File: config.mk
export PLATFORM = sky130hd
export DESIGN_NAME = rx_dma_arb
export DESIGN_NICKNAME = d
export VERILOG_FILES = /design/src/rtl/rx_dma_arb_pkg.sv /design/src/rtl/rr_pick.sv /design/src/rtl/grp_weight.sv /design/src/rtl/rx_dma_arb.sv
export SDC_FILE = /design/constraint.sdc
export NUM_CORES = 1
export LEC_CHECK = 0
export BUFFER_PORTS_ARGS = -buffer_cell sky130_fd_sc_hd__buf_2
export CAP_MARGIN = 10
export CORE_MARGIN = 1
export CORE_UTILIZATION = 59
export CTS_CLUSTER_DIAMETER = 100
export DETAILED_ROUTE_END_ITERATION = 10
export PLACE_DENSITY = 0.9
export SKIP_LAST_GASP = 1
export SLEW_MARGIN = 20
export SYNTH_ARGS = -nofsm -noshare
export SYNTH_HDL_FRONTEND = slang
export SYNTH_SLANG_ARGS = --single-unit
File: constraint.sdc
create_clock -name clk -period 6.79 [get_ports clk]
set_clock_uncertainty 0.15 [all_clocks]
set_input_delay 0.679 -clock clk [delete_from_list [all_inputs] [get_ports clk]]
set_output_delay 0.679 -clock clk [all_outputs]
set_load 0.02 [all_outputs]
File: src/rtl/rx_dma_arb_pkg.sv
`timescale 1ns/1ps
package rx_dma_arb_pkg;
  // Class slots: index = {group, low}
  localparam int NUM_CLS  = 4;
  localparam int CLS_A_HI = 0;
  localparam int CLS_A_LO = 1;
  localparam int CLS_B_HI = 2;
  localparam int CLS_B_LO = 3;

  typedef enum logic {GRP_A = 1'b0, GRP_B = 1'b1} grp_e;
endpackage

File: src/rtl/rr_pick.sv
`timescale 1ns/1ps
module rr_pick #(
  parameter int W  = 3,
  parameter int IW = (W > 1) ? $clog2(W) : 1
) (
  input  logic [W-1:0]  req_i,
  input  logic [IW-1:0] ptr_i,
  output logic          any_o,
  output logic [IW-1:0] idx_o
);
  // Search upward from ptr_i, wrapping; the lowest offset wins.
  always_comb begin
    int j;
    any_o = 1'b0;
    idx_o = '0;
    for (int k = W - 1; k >= 0; k--) begin
      j = (int'(ptr_i) + k) % W;
      if (req_i[j]) begin
        any_o = 1'b1;
        idx_o = IW'(j);
      end
    end
  end
endmodule

File: src/rtl/grp_weight.sv
`timescale 1ns/1ps
module grp_weight #(
  parameter int RATIO_W = 4
) (
  input  logic               clk,
  input  logic               rst,
  input  logic               any_a_i,
  input  logic               any_b_i,
  input  logic [RATIO_W-1:0] ratio_a_i,
  input  logic [RATIO_W-1:0] ratio_b_i,
  input  logic               adv_i,
  output logic               sel_valid_o,
  output logic               sel_b_o
);
  localparam logic [RATIO_W-1:0] RUN_MAX = '1;

  logic               last_b_q;
  logic [RATIO_W-1:0] run_q;
  logic [RATIO_W-1:0] lim_a, lim_b;

  assign lim_a = (ratio_a_i == '0) ? RATIO_W'(1) : ratio_a_i;
  assign lim_b = (ratio_b_i == '0) ? RATIO_W'(1) : ratio_b_i;
  assign sel_valid_o = any_a_i | any_b_i;

  always_comb begin
    if (any_a_i && any_b_i) begin
      if (last_b_q) sel_b_o = (run_q < lim_b);
      else          sel_b_o = !(run_q < lim_a);
    end else begin
      sel_b_o = any_b_i;
    end
  end

  always_ff @(posedge clk) begin
    if (rst) begin
      last_b_q <= 1'b0;
      run_q    <= '0;
    end else if (adv_i && sel_valid_o) begin
      last_b_q <= sel_b_o;
      if (sel_b_o == last_b_q) run_q <= (run_q == RUN_MAX) ? run_q : run_q + 1'b1;
      else                     run_q <= RATIO_W'(1);
    end
  end


  run_bound_chk: assert property (@(posedge clk) disable iff (rst)
    adv_i && sel_valid_o && (sel_b_o != last_b_q) |=> (run_q == RATIO_W'(1)));
endmodule

File: src/rtl/rx_dma_arb.sv
`timescale 1ns/1ps
module rx_dma_arb
  import rx_dma_arb_pkg::*;
#(
  parameter int NUM_REQ = 3,
  parameter int NUM_A   = 1,
  parameter int RATIO_W = 4
) (
  input  logic               clk,
  input  logic               rst,
  input  logic [NUM_REQ-1:0] q_nempty_i,
  input  logic [NUM_REQ-1:0] fifo_rdy_i,
  input  logic [NUM_REQ-1:0] prio_i,
  input  logic [RATIO_W-1:0] ratio_a_i,
  input  logic [RATIO_W-1:0] ratio_b_i,
  input  logic               done_i,
  input  logic               last_i,
  output logic [NUM_REQ-1:0] gnt_o,
  output logic               gnt_valid_o,
  output logic               gnt_grp_o
);
  localparam int IW = (NUM_REQ > 1) ? $clog2(NUM_REQ) : 1;
  localparam logic [NUM_REQ-1:0] MASK_A = NUM_REQ'((1 << NUM_A) - 1);
  localparam logic [NUM_REQ-1:0] MASK_B = ~MASK_A;

  logic [NUM_REQ-1:0]  elig;
  logic [NUM_REQ-1:0]  cls_req [NUM_CLS];
  logic [NUM_CLS-1:0]  cls_any;
  logic [IW-1:0]       cls_idx [NUM_CLS];
  logic [IW-1:0]       ptr_q   [NUM_CLS];
  logic                any_a, any_b, fire, sel_valid, sel_b;
  logic [1:0]          win_cls;
  logic [IW-1:0]       win_idx;

  assign elig = q_nempty_i & fifo_rdy_i;
  assign fire = !gnt_valid_o || (done_i && last_i);

  assign cls_req[CLS_A_HI] = elig &  prio_i & MASK_A;
  assign cls_req[CLS_A_LO] = elig & ~prio_i & MASK_A;
  assign cls_req[CLS_B_HI] = elig &  prio_i & MASK_B;
  assign cls_req[CLS_B_LO] = elig & ~prio_i & MASK_B;

  for (genvar c = 0; c < NUM_CLS; c++) begin : g_cls
    rr_pick #(.W(NUM_REQ), .IW(IW)) u_pick (
      .req_i (cls_req[c]),
      .ptr_i (ptr_q[c]),
      .any_o (cls_any[c]),
      .idx_o (cls_idx[c])
    );
  end

  assign any_a = cls_any[CLS_A_HI] | cls_any[CLS_A_LO];
  assign any_b = cls_any[CLS_B_HI] | cls_any[CLS_B_LO];

  grp_weight #(.RATIO_W(RATIO_W)) u_weight (
    .clk         (clk),
    .rst         (rst),
    .any_a_i     (any_a),
    .any_b_i     (any_b),
    .ratio_a_i   (ratio_a_i),
    .ratio_b_i   (ratio_b_i),
    .adv_i       (fire),
    .sel_valid_o (sel_valid),
    .sel_b_o     (sel_b)
  );

  always_comb begin
    if (sel_b) win_cls = cls_any[CLS_B_HI] ? 2'(CLS_B_HI) : 2'(CLS_B_LO);
    else       win_cls = cls_any[CLS_A_HI] ? 2'(CLS_A_HI) : 2'(CLS_A_LO);
    win_idx = cls_idx[win_cls];
  end

  always_ff @(posedge clk) begin
    if (rst) begin
      gnt_o       <= '0;
      gnt_valid_o <= 1'b0;
      gnt_grp_o   <= GRP_A;
      for (int c = 0; c < NUM_CLS; c++) ptr_q[c] <= '0;
    end else if (fire) begin
      gnt_valid_o <= sel_valid;
      gnt_o       <= sel_valid ? (NUM_REQ'(1) << win_idx) : '0;
      gnt_grp_o   <= sel_valid ? sel_b : GRP_A;
      if (sel_valid)
        ptr_q[win_cls] <= (int'(win_idx) == NUM_REQ - 1) ? '0 : win_idx + 1'b1;
    end
  end


  onehot_grant_chk: assert property (@(posedge clk) disable iff (rst)
    $onehot0(gnt_o) && (gnt_valid_o == (|gnt_o)));


  grp_match_chk: assert property (@(posedge clk) disable iff (rst)
    gnt_valid_o |-> (gnt_grp_o == (|(gnt_o & MASK_B))));


  sg_hold_chk: assert property (@(posedge clk) disable iff (rst)
    gnt_valid_o && !(done_i && last_i) |=> $stable(gnt_o) && gnt_valid_o);


  idle_chk: assert property (@(posedge clk) disable iff (rst)
    fire && !(|elig) |=> !gnt_valid_o);


  hi_first_chk: assert property (@(posedge clk) disable iff (rst)
    fire && sel_valid && (|(elig & prio_i & (sel_b ? MASK_B : MASK_A)))
    |=> (|(gnt_o & $past(prio_i))));
endmodule

; Word-level counts from Yosys, hierarchy flattened
; Memory sizes are Yosys's and may differ from the RTL's.
; Cells that the tools add are included.
[classes]
n_mux = 84
order_cmp = 15
bitwise_logic = 8
addsub = 10
n_div = 12
n_reduce_logical = 10
eq_ne = 4
n_shift = 1
[ops]
columns = cell, n
row1 = 32-bit by 4-bit less-than comparator with 1-bit output (second input constant), 12
row2 = 32-bit by 3-bit remainder unit with 32-bit output (second input constant), 8
row3 = 3-bit by 3-bit remainder unit with 32-bit output (second input constant), 4
row4 = 1-bit two-way mux, 48
row5 = 2-bit two-way mux, 18
row6 = 1-bit binary-select mux with 2-bit select, 12
row7 = 4-bit two-way mux, 4
row8 = 2-bit by 1-bit adder with 3-bit output (second input constant), 4
row9 = 2-bit by 2-bit adder with 3-bit output (second input constant), 4
row10 = 3-bit AND, 3
row11 = 4-bit logical NOT, 2
row12 = 4-bit less-than comparator, 2
row13 = 4-bit by 1-bit adder with 4-bit output (second input constant), 1
row14 = 2-bit binary-select mux with 2-bit select, 1
row15 = 4-bit == test (second input constant), 1
row16 = 3-bit >= comparator (second input constant), 1
row17 = 1-bit logical AND, 3
row18 = 3-bit two-way mux, 1
row19 = 2-bit NOT with 3-bit output, 1
row20 = 3-bit NOT, 1
row21 = 1-bit bitwise OR, 3
row22 = 1-bit by 2-bit left shift with 3-bit output (first input constant), 1
row23 = 2-bit by 1-bit adder with 2-bit output (second input constant), 1
row24 = 2-bit == test (second input constant), 1
row25 = other kinds (6), 7
[word_totals]
input_bits = 21
ramBits = 8
register_bits = 10
word_cells = 150
n_memories = 1
output_inout_bits = 5
[memory_table]
columns = memory, depth, width, read_ports, rd_ports_with_merged_regs, write_ports, line_no
row1 = ptr_q, 4, 2, 4, 0, 4, rx_dma_arb.sv:30  ; logic [IW-1:0] ptr_q [NUM_CLS];

; Longest topological paths before layout
; An unclocked memory read counts as a cell.
[depth]
word_depth = 20
depth_mapped = 10
depth_no_buf = 9

; Cells and area by module
; A second synthesis with hierarchy kept.
[unflattened]
hier_cells = 256
hier_area_um2 = 2057.0
[by_module_without_submodules]
columns = mod, seq_area_each_um2, cells_each, n_inst, area_per_inst_um2
row1 = rr_pick, 0.0, 27, 4, 191.4
row2 = rx_dma_arb, 340.3, 79, 1, 748.2
row3 = grp_weight, 100.1, 69, 1, 543.0

; Worst setup path after synthesis
; Ideal clock, no wire load.
[synth_path]
path_type = in2reg
from = in ratio_a_i[2]
to = mem ptr_q[1][0] in the netlist's numbering (enable)
setup_slack_ps = 4053
setup_ps = 315
arrival_ps = 2272
cell_stages = 8
path_buffers = 0
cell_sequence = inv_1 ha_1 a21o_1 a221o_1 a21o_2 and2_2 nand2b_4 o21bai_1
[synth_lines]
columns = element, line_no
row1 = from (decl), rx_dma_arb.sv:14  ; input logic [RATIO_W-1:0] ratio_a_i,
row2 = to (decl), rx_dma_arb.sv:30

==> metrics list <==
- The synthesized netlist occupies a cell area of 1380 um^2.
- Total die area: 2530 um^2
- The library cell used most frequently in the layout, excluding fill and tap cells, is buf_2.
- Number of buffers between clock root and the deepest sink: 2
- Met1 layer usage reported by global route: 0.276
- In the global route stage, met3 resource usage came out at 0.0182.
- Proportion of synthesized chip area in sequential cells: 0.320
* Number of slew-limit violations in the final report: 0
* Largest fanout on the critical path: 5
- STA classifies the critical path endpoint as a flop.
- Proportion of layout cells with a drive suffix above 1: 0.254
- Type of origin of the critical path: flop
- Highest-utilization routing layer at the global route stage: met2
* Resize count post-CTS: 0
- Top achievable clock speed: 355 MHz
- During placement, the flow inserted port buffers numbering 25.
- Ant diodes: 0
* Via-per-instance ratio: 5.88
- The hold violation total from the final report was 0.
* Total of max-cap violations: 0
- Fin Setup TNS: 0 ns
- Crit path time final: 2.82 ns
- For this block, the initial DRC count from the detailed router was 45.
- At the end of routability-driven placement, the weighted congestion stood at 0.758.
- During synthesis, Yosys emitted a total of 0 warnings.
- Detail Route Antenna Nets: 0
- Number of sinks on the clock net: 18
- The via count of the first global-routing pass was 1,187.
- Buffers inserted during clock tree synthesis total 3.
* Clock tree from TritonCTS: built
* Unrepaired setup endpoints after global routing: false
- The pre-antenna-repair detailed-routing pass consisted of 5 iterations.
- The finished layout holds 213 standard cells, fillers aside.
- Buffers inserted to repair hold after CTS numbered 0.
- Number of standard cells after synthesis: 157
- Number of nets at the end of the flow: 222
- 26 I/O pins were placed.
- Pin count of the biggest net entering global routing: 20
* Count of unique library cells instantiated by Yosys: 46
* Highest ir drop seen on vdd: 0.175 mV
* Count of vias placed by the detailed router: 1,252
- Setup CP Type: reg -> reg
* Placeable core region: 2210 um^2
- Row generation in the floorplan step produced 17 rows.
- The tree is rooted in a clkbuf_4.
- The first global-routing pass estimated 4.75 mm of wire.
- The top cell types in the final layout, fill and taps aside, are 25 x buf_2, 20 x nand2_1, 16 x inv_1.
- The number of antenna violations at the first check in global routing is 0.
* Average wire per standard cell: 13.4 um
- Critical path data required time: 6.66 ns
- Dpl cells: 209
- Final HPWL from detailed placement: 2.31 mm
- The die is 50.3 um wide.
- GR Layer Usage met2: 0.464
- Across every metal layer, demand over resource in global routing totals 0.249.
- After clock tree synthesis, the setup repair step added 0 buffers.
- Worst hold margin: 0.314 ns
- Cell area power density: 185 nW/um^2
- Clock-pin slew was measured on the worst setup and hold paths at 0.11 ns.
- Endpoint arrival time on the critical path: 2.69 ns
* DRC violation count after routing: 0
* Flops & latches, synth: 18
* Chip height: 50.3 um
* Synthesis-to-layout area growth: 13.0%
- Worst min path class: reg -> reg
- Setup violations remaining at the end of the flow were counted as 0.
- Starting Density: 0.622
* Clock insertion delay at the later pin of the skew report: 0.31 ns
- Global routing finished with a remaining overflow of 0.
* Run status: finished clean
* P_leak: 0.000705 uW
- Final worst path period share: 0.415
* Wirelength, routed: 2.85 mm
- In this run the number of H-tree levels came out at 1.
- After synthesis, the mean cell area works out to 8.76 um^2.
[layer usage]
metal,vias to the layer above,routed length (um)
li1,619,-
met1,585,1170
met2,43,1510
met3,5,126
met4,0,48
met5,-,0
[registers in the layout, summed over array words and instances, names as in the netlist]
signal,count
u_weight.last_b_q,1
u_weight.run_q,4
gnt_valid_o,1
gnt_o,3
gnt_grp_o,1
ptr_q,8
[path summary, 6_finish.rpt]
kind | endpoint | slack, ns | cells after the start | from
max | ptr_q[1][0] | 3.97 | 9 | ptr_q[2][0]
min | gnt_o[0] | 0.31 | 2 | gnt_o[0]
max reg2reg | ptr_q[1][0] | 3.97 | 9 | ptr_q[2][0]
min reg2reg | gnt_o[0] | 0.31 | 2 | gnt_o[0]
[cell families (layout without fill, tap and decap cells)]
family | count (synthesis) | in the layout | synth area share
simple gates | 65 | 65 | 0.254
compound gates | 36 | 36 | 0.208
buf+inv | 19 | 45 | 0.0546
flops | 18 | 18 | 0.320
fa+ha+maj | 17 | 17 | 0.153
other cells | 1 | 3 | 0.00273
mux | 1 | 1 | 0.00728
[area by class of cell]
| cell class | count | area (um^2) |
|---|---|---|
| tap | 28 | 35.0 |
| multi-input combinational | 122 | 867 |
| inverter | 16 | 60.1 |
| timing repair buffer | 25 | 125 |
| clock buffer | 3 | 22.5 |
| sequential | 18 | 440 |
| fill | 184 | 658 |
| clock inverter | 1 | 3.75 |
[power by group]
group / leakage, uW / internal (uW) / switching [uW] / total [uW]
registers: 0.000164 / 125 / 7.83 / 132
clock network: 0.0000154 / 21.5 / 36.2 / 57.7
logic: 0.000526 / 38.8 / 58.5 / 97.4
[worst max-delay path, stage by stage (launching register included)]
cell and delay [ns]:
edfxtp_1 0.36, inv_1 0.05, ha_1 0.34, and3_4 0.20, a211oi_2 0.39, or2_1 0.30, nor2_1 0.11, nor2_2 0.27
nand2b_4 0.12, o21bai_1 0.24
[metrics by stage]
step | instance area [um^2] | setup WS, ns | total power [uW] | utilization
2_1_floorplan | 1380 | 4.05 | 207 | -
3_3_place_gp | 1530 | 3.90 | 224 | 0.691
3_5_place_dp | 1530 | 3.82 | 231 | 0.691
4_1_cts | 1550 | 4.01 | 288 | 0.702
5_1_grt | 1550 | 3.80 | 301 | 0.702
6_report | 1550 | 3.97 | 287 | 0.702
[synth_stat cells, drive strengths merged]
master / count / area (um^2)
nand2: 21 / 81.3
inv: 16 / 60.1
ha: 15 / 188
a21oi: 12 / 63.8
dfxtp: 10 / 200
nor2: 10 / 40.0
edfxtp: 8 / 240
nor3: 8 / 50.1
nand3: 7 / 35.0
o21bai: 4 / 30.0
a211o: 3 / 26.3
a211oi: 3 / 32.5
a21o: 3 / 25.0
and2: 3 / 20.0
and3: 3 / 23.8
nand3b: 3 / 22.5
o21ai: 3 / 26.3
a31oi: 2 / 12.5
buf: 2 / 11.3
maj3: 2 / 22.5
nand4: 2 / 12.5
nor2b: 2 / 12.5
nor4: 2 / 12.5
o21a: 2 / 15.0
or2: 2 / 12.5
a221o: 1 / 10.0
clkbuf: 1 / 3.75
conb: 1 / 3.75
mux2i: 1 / 10.0
nand2b: 1 / 13.8
nor3b: 1 / 12.5
o22ai: 1 / 20.0
o32ai: 1 / 8.76
o41ai: 1 / 16.3
No activity file was read; power rests on OpenSTA's default activity.
